### src/rtl/peak_avg_sense.sv
module peak_avg_sense #(
  parameter int SW        = 10,
  parameter int OW        = 11,
  parameter int BLANK_CYC = 9,
  parameter int CW        = 12
) (
  input  logic          clk,
  input  logic          rst_n,
  input  logic [SW-1:0] sense,
  input  logic          pulse_on,
  input  logic [SW-1:0] limit,
  output logic          term_req,
  output logic [OW-1:0] avg_out,
  output logic          avg_vld
);
  localparam int BW = $clog2(BLANK_CYC + 1);
  localparam int AW = SW + CW;
  localparam int QW = AW + 2;
  localparam logic [BW-1:0] BLANK_END = BW'(BLANK_CYC);
  localparam logic [QW-1:0] OUT_MAX   = QW'({OW{1'b1}});

  logic [BW-1:0] bcnt;
  logic          term_q;
  logic          was_on;
  logic [AW-1:0] acc;
  logic [CW-1:0] nsamp;
  logic [QW-1:0] quot;
  logic [OW-1:0] scaled;

  wire window  = pulse_on && (bcnt == BLANK_END);
  wire over    = window && (sense > limit);
  wire take    = window && !term_q;
  wire publish = !pulse_on && was_on && (nsamp != '0);

  assign quot     = {acc, 2'b00} / ((nsamp == '0) ? QW'(1) : QW'(nsamp));
  assign scaled   = (quot > OUT_MAX) ? OUT_MAX[OW-1:0] : quot[OW-1:0];
  assign term_req = term_q & pulse_on;

  always_ff @(posedge clk or negedge rst_n) begin
    if (!rst_n) begin
      bcnt    <= '0;
      term_q  <= 1'b0;
      was_on  <= 1'b0;
      acc     <= '0;
      nsamp   <= '0;
      avg_out <= '0;
      avg_vld <= 1'b0;
    end else begin
      if (!pulse_on)              bcnt <= '0;
      else if (bcnt != BLANK_END) bcnt <= bcnt + 1'b1;
      term_q <= pulse_on && (term_q || over);
      was_on <= pulse_on;
      if (!pulse_on) begin
        acc   <= '0;
        nsamp <= '0;
      end else if (take) begin
        acc   <= acc + AW'(sense);
        nsamp <= nsamp + 1'b1;
      end
      avg_vld <= publish;
      if (publish) avg_out <= scaled;
    end
  end


  blank_quiet_chk: assert property (@(posedge clk) disable iff (!rst_n)
    $rose(pulse_on) |-> !term_req);


  term_hold_chk: assert property (@(posedge clk) disable iff (!rst_n)
    term_req |=> (term_req || !pulse_on));


  strobe_place_chk: assert property (@(posedge clk) disable iff (!rst_n)
    avg_vld |-> (!$past(pulse_on) && $past(pulse_on, 2)));


  strobe_single_chk: assert property (@(posedge clk) disable iff (!rst_n)
    avg_vld |=> !avg_vld);


  avg_hold_chk: assert property (@(posedge clk) disable iff (!rst_n)
    (avg_out != $past(avg_out)) |-> avg_vld);
endmodule

### config.mk
export PLATFORM = sky130hd
export DESIGN_NAME = peak_avg_sense
export DESIGN_NICKNAME = d
export VERILOG_FILES = /design/src/rtl/peak_avg_sense.sv
export SDC_FILE = /design/constraint.sdc
export NUM_CORES = 1
export LEC_CHECK = 0
export ABC_AREA = 1
export BUFFER_PORTS_ARGS = -buffer_cell sky130_fd_sc_hd__buf_4
export CORE_AREA = 4 4 160 162
export CTS_BUF_LIST = sky130_fd_sc_hd__clkbuf_4
export DETAILED_ROUTE_END_ITERATION = 12
export DIE_AREA = 0 0 164 166
export GPL_TIMING_DRIVEN = 0
export PLACE_DENSITY_LB_ADDON = 0.2
export SYNTH_ARGS = -nofsm -noshare
export SYNTH_HDL_FRONTEND = slang
export SYNTH_SLANG_ARGS = --single-unit
### constraint.sdc
create_clock -name clk -period 61.8 [get_ports clk]
set_clock_uncertainty 0.2 [all_clocks]
set_input_delay 18.54 -clock clk [delete_from_list [all_inputs] [get_ports clk]]
set_output_delay 18.54 -clock clk [all_outputs]
set_load 0.01 [all_outputs]
==> results of run 1 <==
==> worst max path at each step <==
| stage | slack [ns] | end | startpoint | cells past startpoint |
|---|---|---|---|---|
| after floorplan | 16.53 | avg_out[0] | nsamp[8] | 332 |
| after global placement | 8.93 | avg_out[0] | nsamp[8] | 337 |
| after detailed placement | 7.66 | avg_out[0] | nsamp[8] | 332 |
| after CTS | 7.48 | avg_out[0] | nsamp[8] | 332 |
| after global routing | 1.55 | avg_out[0] | nsamp[8] | 333 |
| final | 6.99 | avg_out[0] | nsamp[8] | 332 |
==> cells by family after synthesis <==
kind of cell,after synthesis,synth area share
xor+xnor,156,0.08759
mux,1,0.0006417
compound gates,449,0.1702
simple gates,1182,0.3644
flops,52,0.08342
buf+inv,434,0.1136
fa+ha+maj,224,0.1802
==> cell type report <==
type                    instances  area [µm²]  area share
multi-input cells            2012       12530      0.7674
inverters                     392        1481     0.09076
flip-flops and latches         52        1301     0.07972
well taps                     324       405.4     0.02484
plain buffers                  42       290.3     0.01778
repair buffers                 35       262.8     0.01610
clock buffers                   6       45.04    0.002759
clock inverters                 2       11.26   0.0006899
==> through the flow <==
| step | hold WS [ns] | setup WS (ns) | std cells |
|---|---|---|---|
| after floorplan | 0.2560 | 16.53 | 2498 |
| after global placement | 0.2849 | 8.929 | 2857 |
| after detailed placement | 0.2923 | 7.661 | 2857 |
| after CTS | 0.3130 | 7.480 | 2865 |
| after global routing | 0.3596 | 1.552 | 2865 |
| final | 0.3186 | 6.992 | 2865 |
==> worst max-delay path, delay by kind of cell, from the launching register on <==
family | cells | cell delay, ns
flip-flops | 1 | 0.42
adder cells (fa/ha/maj) | 23 | 7.38
XOR/XNOR | 1 | 0.17
AND/OR/NAND/NOR | 150 | 17.86
AO/OA/AOI/OAI | 95 | 18.17
buffers and inverters | 63 | 10.29
==> cell usage in the layout (no fill, tap or decap), types with 14 or more instances in the layout <==
cell type	instances
nor2_4	18
xor2_1	74
nand2_4	14
buf_4	40
dfrtp_1	52
a21oi_1	125
clkbuf_1	20
o21ai_1	20
o21ai_0	167
o21bai_1	19
inv_1	363
ha_1	223
xnor2_1	82
a31oi_1	15
nor2_1	139
a21o_1	19
or2_2	19
nand2_2	60
nor3_1	31
inv_2	20
nand2_1	629
nand3_1	151
nand4_1	43
nand3_2	16
o22ai_1	17
==> state kept, by name, summed over array words and instances, names as in the netlist <==
signal   cells
acc         22
avg_out     11
avg_vld      1
bcnt         4
nsamp       12
term_q       1
was_on       1
==> metal layers <==
layer	vias up	wire length, µm	GRT usage
met5	-	0	0
met3	75	1262	0.01464
met1	7387	17830	0.3582
li1	8345	-	-
met4	0	1178	0.08206
met2	322	19760	0.5335
==> results_dict.tcl, run 1 <==
set metrics [dict create \
    cts-resized-gates 0 \
    synth.distinct_cells 72 \
    cts_buffers 5 \
    hp-start "acc[21]" \
    ios 36 \
    synth_top_area_cell "ha_1" \
    critPathKind "flop to flop" \
    slowest_delay_ns 0.83 \
    synth_area_per_cell_um2 6.244 \
    max_slew_margin 0.2160 \
    nets 2787 \
    drt-initial-drc-count 1012 \
    reg2reg_depth 332 \
    start_util 0.6471 \
    h-tree-depth 2 \
    hp-class "flop to flop" \
    antenna_found_initial 0 \
    synth_most_common_cell "nand2_1" \
    cp_common_cell "nand2_1" \
    r2r-end "avg_out[0]" \
    tns_ns 0 \
    dpl_cell_area_um2 16270 \
    drc 0 \
    fmax_ghz 0.01825 \
    synth_area_leaders "ha_1 (18%), nand2_1 (15%), inv_1 (8.7%)" \
    cts_setup_buffers 0 \
    drive_gt1_frac 0.1031 \
    synthArstFlopShare 1.000 \
    finalMaxSlewViolations 0 \
    grt_max_degree 53 \
    synth_warnings 0 \
    min_period_ns 54.81 \
    rsz0062_at_grt "false" \
    cts_hold_buf 0 \
    start_kind "flop" \
    fin_crit_sh 0.8869 \
    final_hold_viol_count 0 \
    first_pass_iters 6 \
    finalSetupViolations 0 \
    grt_pass1_wl_um 68080 \
    grt_pass1_vias 15291 \
    areaGrowthSynthToFinish_pct 4.645 \
    cap_violations 0 \
    ff2ff_setup_slack_ns 6.99 \
    vias 16129 \
    routed_via_density 5.630 \
    die-area_um2 27220 \
    num_antenna_cells 0 \
    core-area_um2 24110 \
    place_congestion 0.9339 \
    hold-path-endpoint "acc[21]" \
    end_kind "flop" \
    netlist_top_cells_count "nand2_1 (629), inv_1 (363), ha_1 (223)" \
    status "finished clean" \
    fill_cells 2301 \
    synth_top_cell_area_share 0.1789 \
    regToRegStartpoint "nsamp[8]" \
    final_util 0.6772 \
    synth.cell_area_um2 15600 \
    ant_nets 0 \
    crit_required_ns 61.89 \
    cts-root-buf "clkbuf_4" \
    cp_slowest_cell "nand2_1" \
    worstPathArrival_ns 54.90 \
    syn-num-nets 2745 \
    synth_seq_cells 52 \
    wire_per_inst_um 13.97 \
    rows 57 \
    synthFlopType "dfrtp_1" \
    ys_seq_area_frac 0.08342 \
    cts_tree "built" \
    fin_area_um2 16320 \
    cts_num_sinks 52 \
    port_buffers 35 \
    clockBufferDepth 2 \
    tightest_slew_ns 1.175 \
    path_clk_slew_ns 0.16 \
    grt_overflow_total 0 \
    postRouteWirelength_um 40030 \
    cp_max_fo 25 \
    die_y_um 166 \
    synthCells 2498 \
    dieWidth_um 164 \
    synth-edff-count 0 \
    hpwlAfterDp_um 32560 \
    grt_usage 0.2880 \
    hold_depth 1 \
    clock_latency_ns 0.38 \
]
Power of run 1 is left out: the tool's default activity adds up to more than one toggle a clock period on the data nets, which glitch-free logic cannot reach.
==> run 2: changes to the inputs <==
--- a/config.mk
+++ b/config.mk
@@ -12,7 +12,7 @@
 export DETAILED_ROUTE_END_ITERATION = 12
 export DIE_AREA = 0 0 164 166
 export GPL_TIMING_DRIVEN = 0
-export PLACE_DENSITY_LB_ADDON = 0.2
+export PLACE_DENSITY = 0.82
 export SYNTH_ARGS = -nofsm -noshare
 export SYNTH_HDL_FRONTEND = slang
 export SYNTH_SLANG_ARGS = --single-unit
==> results_dict.tcl, run 2 (synthesized netlist as in run 1, its figures left out) <==
set metrics [dict create \
    wire_per_inst_um 14.06 \
    dieWidth_um 164 \
    regMostFlops "acc" \
    status "finished clean" \
    die-area_um2 27220 \
    grt_pass1_vias 15246 \
    hpwlAfterDp_um 32790 \
    regToRegStartpoint "nsamp[8]" \
    tightest_slew_ns 1.157 \
    max_slew_margin 0.2276 \
    drive_gt1_frac 0.1031 \
    final_common_cell "nand2_1" \
    fill_cells 2302 \
    drt-initial-drc-count 946 \
    fmax_ghz 0.01816 \
    crit_required_ns 61.91 \
    cts_num_sinks 52 \
    min_period_ns 55.08 \
    postRouteWirelength_um 40270 \
    clock_latency_ns 0.39 \
    vias 16196 \
    fin_crit_sh 0.8912 \
    finalMaxSlewViolations 0 \
    num_antenna_cells 0 \
    antenna_found_initial 0 \
    first_pass_iters 5 \
    cap_violations 0 \
    endpoint "avg_out[0]" \
    cts_setup_buffers 0 \
    final_cell_mix "nand2_1 (629), inv_1 (363), ha_1 (223)" \
    core-area_um2 24110 \
    drc 0 \
    final_util 0.6781 \
    ant_nets 0 \
    cp_common_cell "nand2_1" \
    areaGrowthSynthToFinish_pct 4.796 \
    critical_path.startpoint "nsamp[8]" \
    slowest_delay_ns 0.83 \
    cts-resized-gates 0 \
    register_area_um2 1301 \
    place_congestion 0.9420 \
    largest_reg_flops 22 \
    h-tree-depth 2 \
    critPathKind "flop to flop" \
    start_util 0.6471 \
    path_clk_slew_ns 0.17 \
    hp-class "flop to flop" \
    nets 2787 \
    port_buffers 35 \
    end_kind "flop" \
    routed_via_density 5.653 \
    rows 57 \
    tns_ns 0 \
    hold_depth 1 \
    die_y_um 166 \
    ios 36 \
    worstPathArrival_ns 55.18 \
    grt_pass1_wl_um 68530 \
    reg2reg_depth 333 \
    grt_overflow_total 0 \
    cts_tree "built" \
    grt_usage 0.2921 \
    rsz0062_at_grt "false" \
    reg_top3 "acc: 22 flops, nsamp: 12 flops, avg_out: 11 flops" \
    cts_buffers 5 \
    grt_max_degree 53 \
    start_kind "flop" \
    finalSetupViolations 0 \
    cts-root-buf "clkbuf_4" \
    final_hold_viol_count 0 \
    cts_hold_buf 0 \
    ff2ff_setup_slack_ns 6.72 \
    r2r-end "avg_out[0]" \
    multi_input_area_um2 12530 \
    cp_max_fo 25 \
    cp_slowest_cell "inv_1" \
    clockBufferDepth 2 \
]
run 2: cell count changes in the layout (fill, tap and decap cells not counted), sizes merged:
| cell | delta |
|---|---|
| bufinv | +1 |
| clkinvlp | -1 |
| clkbuf | -1 |
| clkinv | +1 |
run 2: worst max-delay path, delay by kind of cell, from the launching register on:
family | cells | cell delay (ns)
AND/OR/NAND/NOR | 152 | 18.43
AO/OA/AOI/OAI | 94 | 17.74
buffers and inverters | 63 | 10.45
adder cells (fa/ha/maj) | 23 | 7.39
flip-flops | 1 | 0.43
XOR/XNOR | 1 | 0.17
run 2: layout make-up:
type / count / area share
clock buffer: 5 / 0.002296
tap: 324 / 0.02480
timing repair buffer: 35 / 0.01607
sequential: 52 / 0.07960
clock inverter: 3 / 0.002602
buffer: 42 / 0.01776
inverter: 392 / 0.09062
multi-input combinational: 2012 / 0.7662
run 2: metrics by stage:
| step | setup WS, ns | area (µm²) | hold WS (ns) | cells |
|---|---|---|---|---|
| after global routing | 1.017 | 16350 | 0.3523 | 2865 |
| final | 6.724 | 16350 | 0.3312 | 2865 |
| after detailed placement | 7.399 | 16270 | 0.2954 | 2857 |
| after floorplan | 16.53 | 15600 | 0.2560 | 2498 |
| after global placement | 8.823 | 16270 | 0.2788 | 2857 |
| after CTS | 7.170 | 16350 | 0.3166 | 2865 |
run 2: worst min path at each step:
stage            start      end  slack [ns]
2_1_floorplan  acc[21]  acc[21]        0.26
3_3_place_gp   acc[21]  acc[21]        0.28
3_5_place_dp   acc[21]  acc[21]        0.30
4_1_cts        acc[21]  acc[21]        0.32
5_1_grt        acc[21]  acc[21]        0.35
6_report       acc[21]  acc[21]        0.33
run 2: metal layers:
metal | global-route usage | up-vias | part of all wire
met2 | 0.5281 | 293 | 0.49
met1 | 0.3601 | 7465 | 0.44
met5 | 0 | - | 0
li1 | - | 8358 | -
met4 | 0.1058 | 0 | 0.037
met3 | 0.02234 | 80 | 0.034
Power of run 2 is left out for the same reason.
==> run 3: changes to the inputs <==
==> config.mk (replaced) <==
export PLATFORM = sky130hd
export DESIGN_NAME = peak_avg_sense
export DESIGN_NICKNAME = d
export VERILOG_FILES = /design/src/rtl/peak_avg_sense.sv
export SDC_FILE = /design/constraint.sdc
export NUM_CORES = 1
export LEC_CHECK = 0
export BUFFER_PORTS_ARGS = -buffer_cell sky130_fd_sc_hd__buf_4
export CORE_AREA = 4 4 161 163
export CTS_BUF_LIST = sky130_fd_sc_hd__clkbuf_4
export DETAILED_ROUTE_END_ITERATION = 12
export DIE_AREA = 0 0 165 167
export GPL_TIMING_DRIVEN = 0
export PLACE_DENSITY = 0.78
export SYNTH_ARGS = -nofsm -noshare
export SYNTH_HDL_FRONTEND = slang
export SYNTH_SLANG_ARGS = --single-unit
export TNS_END_PERCENT = 50
==> results_dict.tcl, run 3 <==
set metrics [dict create \
    synth.cell_area_um2 15790 \
    first_pass_iters 12 \
    cts_tree "built" \
    postRouteWirelength_um 48530 \
    synth_top_area_cell "ha_1" \
    synthArstFlopShare 1.000 \
    drive_gt1_frac 0.1275 \
    cts-root-buf "clkbuf_4" \
    routed_via_density 6.732 \
    synth_area_per_cell_um2 7.458 \
    syn-num-nets 2364 \
    worstPathArrival_ns 58.30 \
    status "finished clean" \
    path_clk_slew_ns 0.20 \
    synthFlopType "dfrtp_1" \
    place_congestion 0.9991 \
    areaGrowthSynthToFinish_pct 8.330 \
    clockBufferDepth 2 \
    synth-edff-count 0 \
    max_slew_margin 0.1880 \
    cap_violations 0 \
    clock_latency_ns 0.41 \
    synthCells 2117 \
    largest_reg_flops 22 \
    cp_common_cell "o21a_1" \
    tightest_slew_ns 1.217 \
    cp_slowest_cell "dfrtp_2" \
    grt_pass1_vias 15706 \
    ant_nets 0 \
    slowest_delay_ns 0.55 \
    pre_cts_ws_ns -5.141 \
    start_kind "flop" \
    dieWidth_um 165 \
    hpwlAfterDp_um 37270 \
    fin_crit_sh 0.9418 \
    drt-initial-drc-count 1550 \
    grt_pass1_wl_um 77840 \
    fin_area_um2 17100 \
    core-area_um2 24320 \
    grt_usage 0.3364 \
    cp_max_fo 10 \
    final_util 0.7032 \
    crit_required_ns 61.89 \
    synth.distinct_cells 115 \
    final_common_cell "ha_1" \
    end_kind "flop" \
    netlist_top_cells_count "ha_1 (223), nor2_1 (190), nand2_1 (163)" \
    reg_top3 "acc: 22 flops, nsamp: 12 flops, avg_out: 11 flops" \
    antenna_found_initial 0 \
    dpl_cell_area_um2 16460 \
    hp-class "flop to flop" \
    fmax_ghz 0.01718 \
    grt_max_degree 53 \
    critPathKind "flop to flop" \
    cts_buffers 5 \
    tns_ns 0 \
    fill_cells 2116 \
    nets 2419 \
    vias 16816 \
    ios 36 \
    drc 0 \
    cts_num_sinks 52 \
    cts_hold_buf 0 \
    die-area_um2 27560 \
    finalSetupViolations 0 \
    regMostFlops "acc" \
    final_cell_mix "ha_1 (221), nor2_1 (184), nand2_1 (162)" \
    grt_overflow_total 0 \
    setup_ws_ns 3.597 \
    ys_seq_area_frac 0.08242 \
    synth_seq_cells 52 \
    die_y_um 167 \
    start_util 0.6492 \
    min_period_ns 58.20 \
    synth_area_leaders "ha_1 (18%), dfrtp_1 (8.2%), xnor2_1 (6.3%)" \
    finalMaxSlewViolations 0 \
    synth_top_cell_area_share 0.1767 \
    port_buffers 35 \
    h-tree-depth 2 \
    synth_warnings 0 \
    final_hold_viol_count 0 \
    rows 57 \
    synth_most_common_cell "ha_1" \
    wire_per_inst_um 19.43 \
]
[run 3: changes by cell type after synthesis, sizes merged, moves of 83 or more]
cell / previous run / this run
inv: 386 / 92
nand2: 704 / 164
nand3: 176 / 39
nor3: 32 / 115
o21a: 4 / 94
o21ai: 192 / 109
[run 3: worst paths after layout]
path	slack, ns	start	endpoint	cells after the start
min	0.36	bcnt[0]	bcnt[0]	1
min in group asynchronous	17.93	rst_n	bcnt[2]	1
max	3.60	nsamp[0]	avg_out[0]	268
max reg2reg	3.60	nsamp[0]	avg_out[0]	268
max in group asynchronous	42.95	rst_n	nsamp[0]	1
min reg2reg	0.36	bcnt[0]	bcnt[0]	1
[run 3: cell families after synthesis]
group / count (synthesis) / synth area share
xor gates and xnor gates: 158 / 0.08765
DFF: 52 / 0.08242
buffers and inverters: 154 / 0.03836
adders and majority gates: 225 / 0.1786
and+or+nand+nor: 780 / 0.2551
muxes: 80 / 0.05722
AOI/OAI and AO/OA: 668 / 0.3006
[run 3: through the flow]
stage	instances	hold WS [ns]
CTS	2484	0.3519
floorplan	2117	0.3033
global route	2497	0.3864
global placement	2476	0.2941
detailed placement	2476	0.3001
finish	2498	0.3595
[run 3: worst max-delay path: cells and delay by family, from the launching register on]
family	cells	cell delay, ns
AO/OA/AOI/OAI	136	29.98
AND/OR/NAND/NOR	70	12.62
adder cells (fa/ha/maj)	24	7.33
buffers and inverters	29	5.39
multiplexers	3	0.99
XOR/XNOR	6	0.95
flip-flops	1	0.55
[run 3: per-layer routing]
| layer | vias to the layer above | share of wire | track usage |
|---|---|---|---|
| met2 | 728 | 0.44 | 0.5298 |
| met5 | - | 0 | 0 |
| li1 | 8104 | - | - |
| met4 | 0 | 0.023 | 0.07414 |
| met3 | 86 | 0.090 | 0.05957 |
| met1 | 7898 | 0.45 | 0.4791 |
[run 3: timing repair]
| item | CTS | global route |
|---|---|---|
| setup buffers | 1 | 15 |
| cloned | 1 | 0 |
| setup endpoints to repair | 2 | 2 |
| gates resized for setup | 32 | 97 |
| pin swaps | 0 | 8 |
[run 3: cell type report]
cell class	count	area, µm²	share of cell area
clock buffers	5	37.54	0.002195
diodes	1	2.502	0.0001463
clock inverters	3	33.78	0.001975
inverters	92	347.8	0.02034
repair buffers	51	382.9	0.02239
multi-input cells	1912	14310	0.8365
flip-flops and latches	52	1303	0.07616
well taps	324	405.4	0.02370
plain buffers	58	284.0	0.01661
Power of run 3 is left out for the same reason.
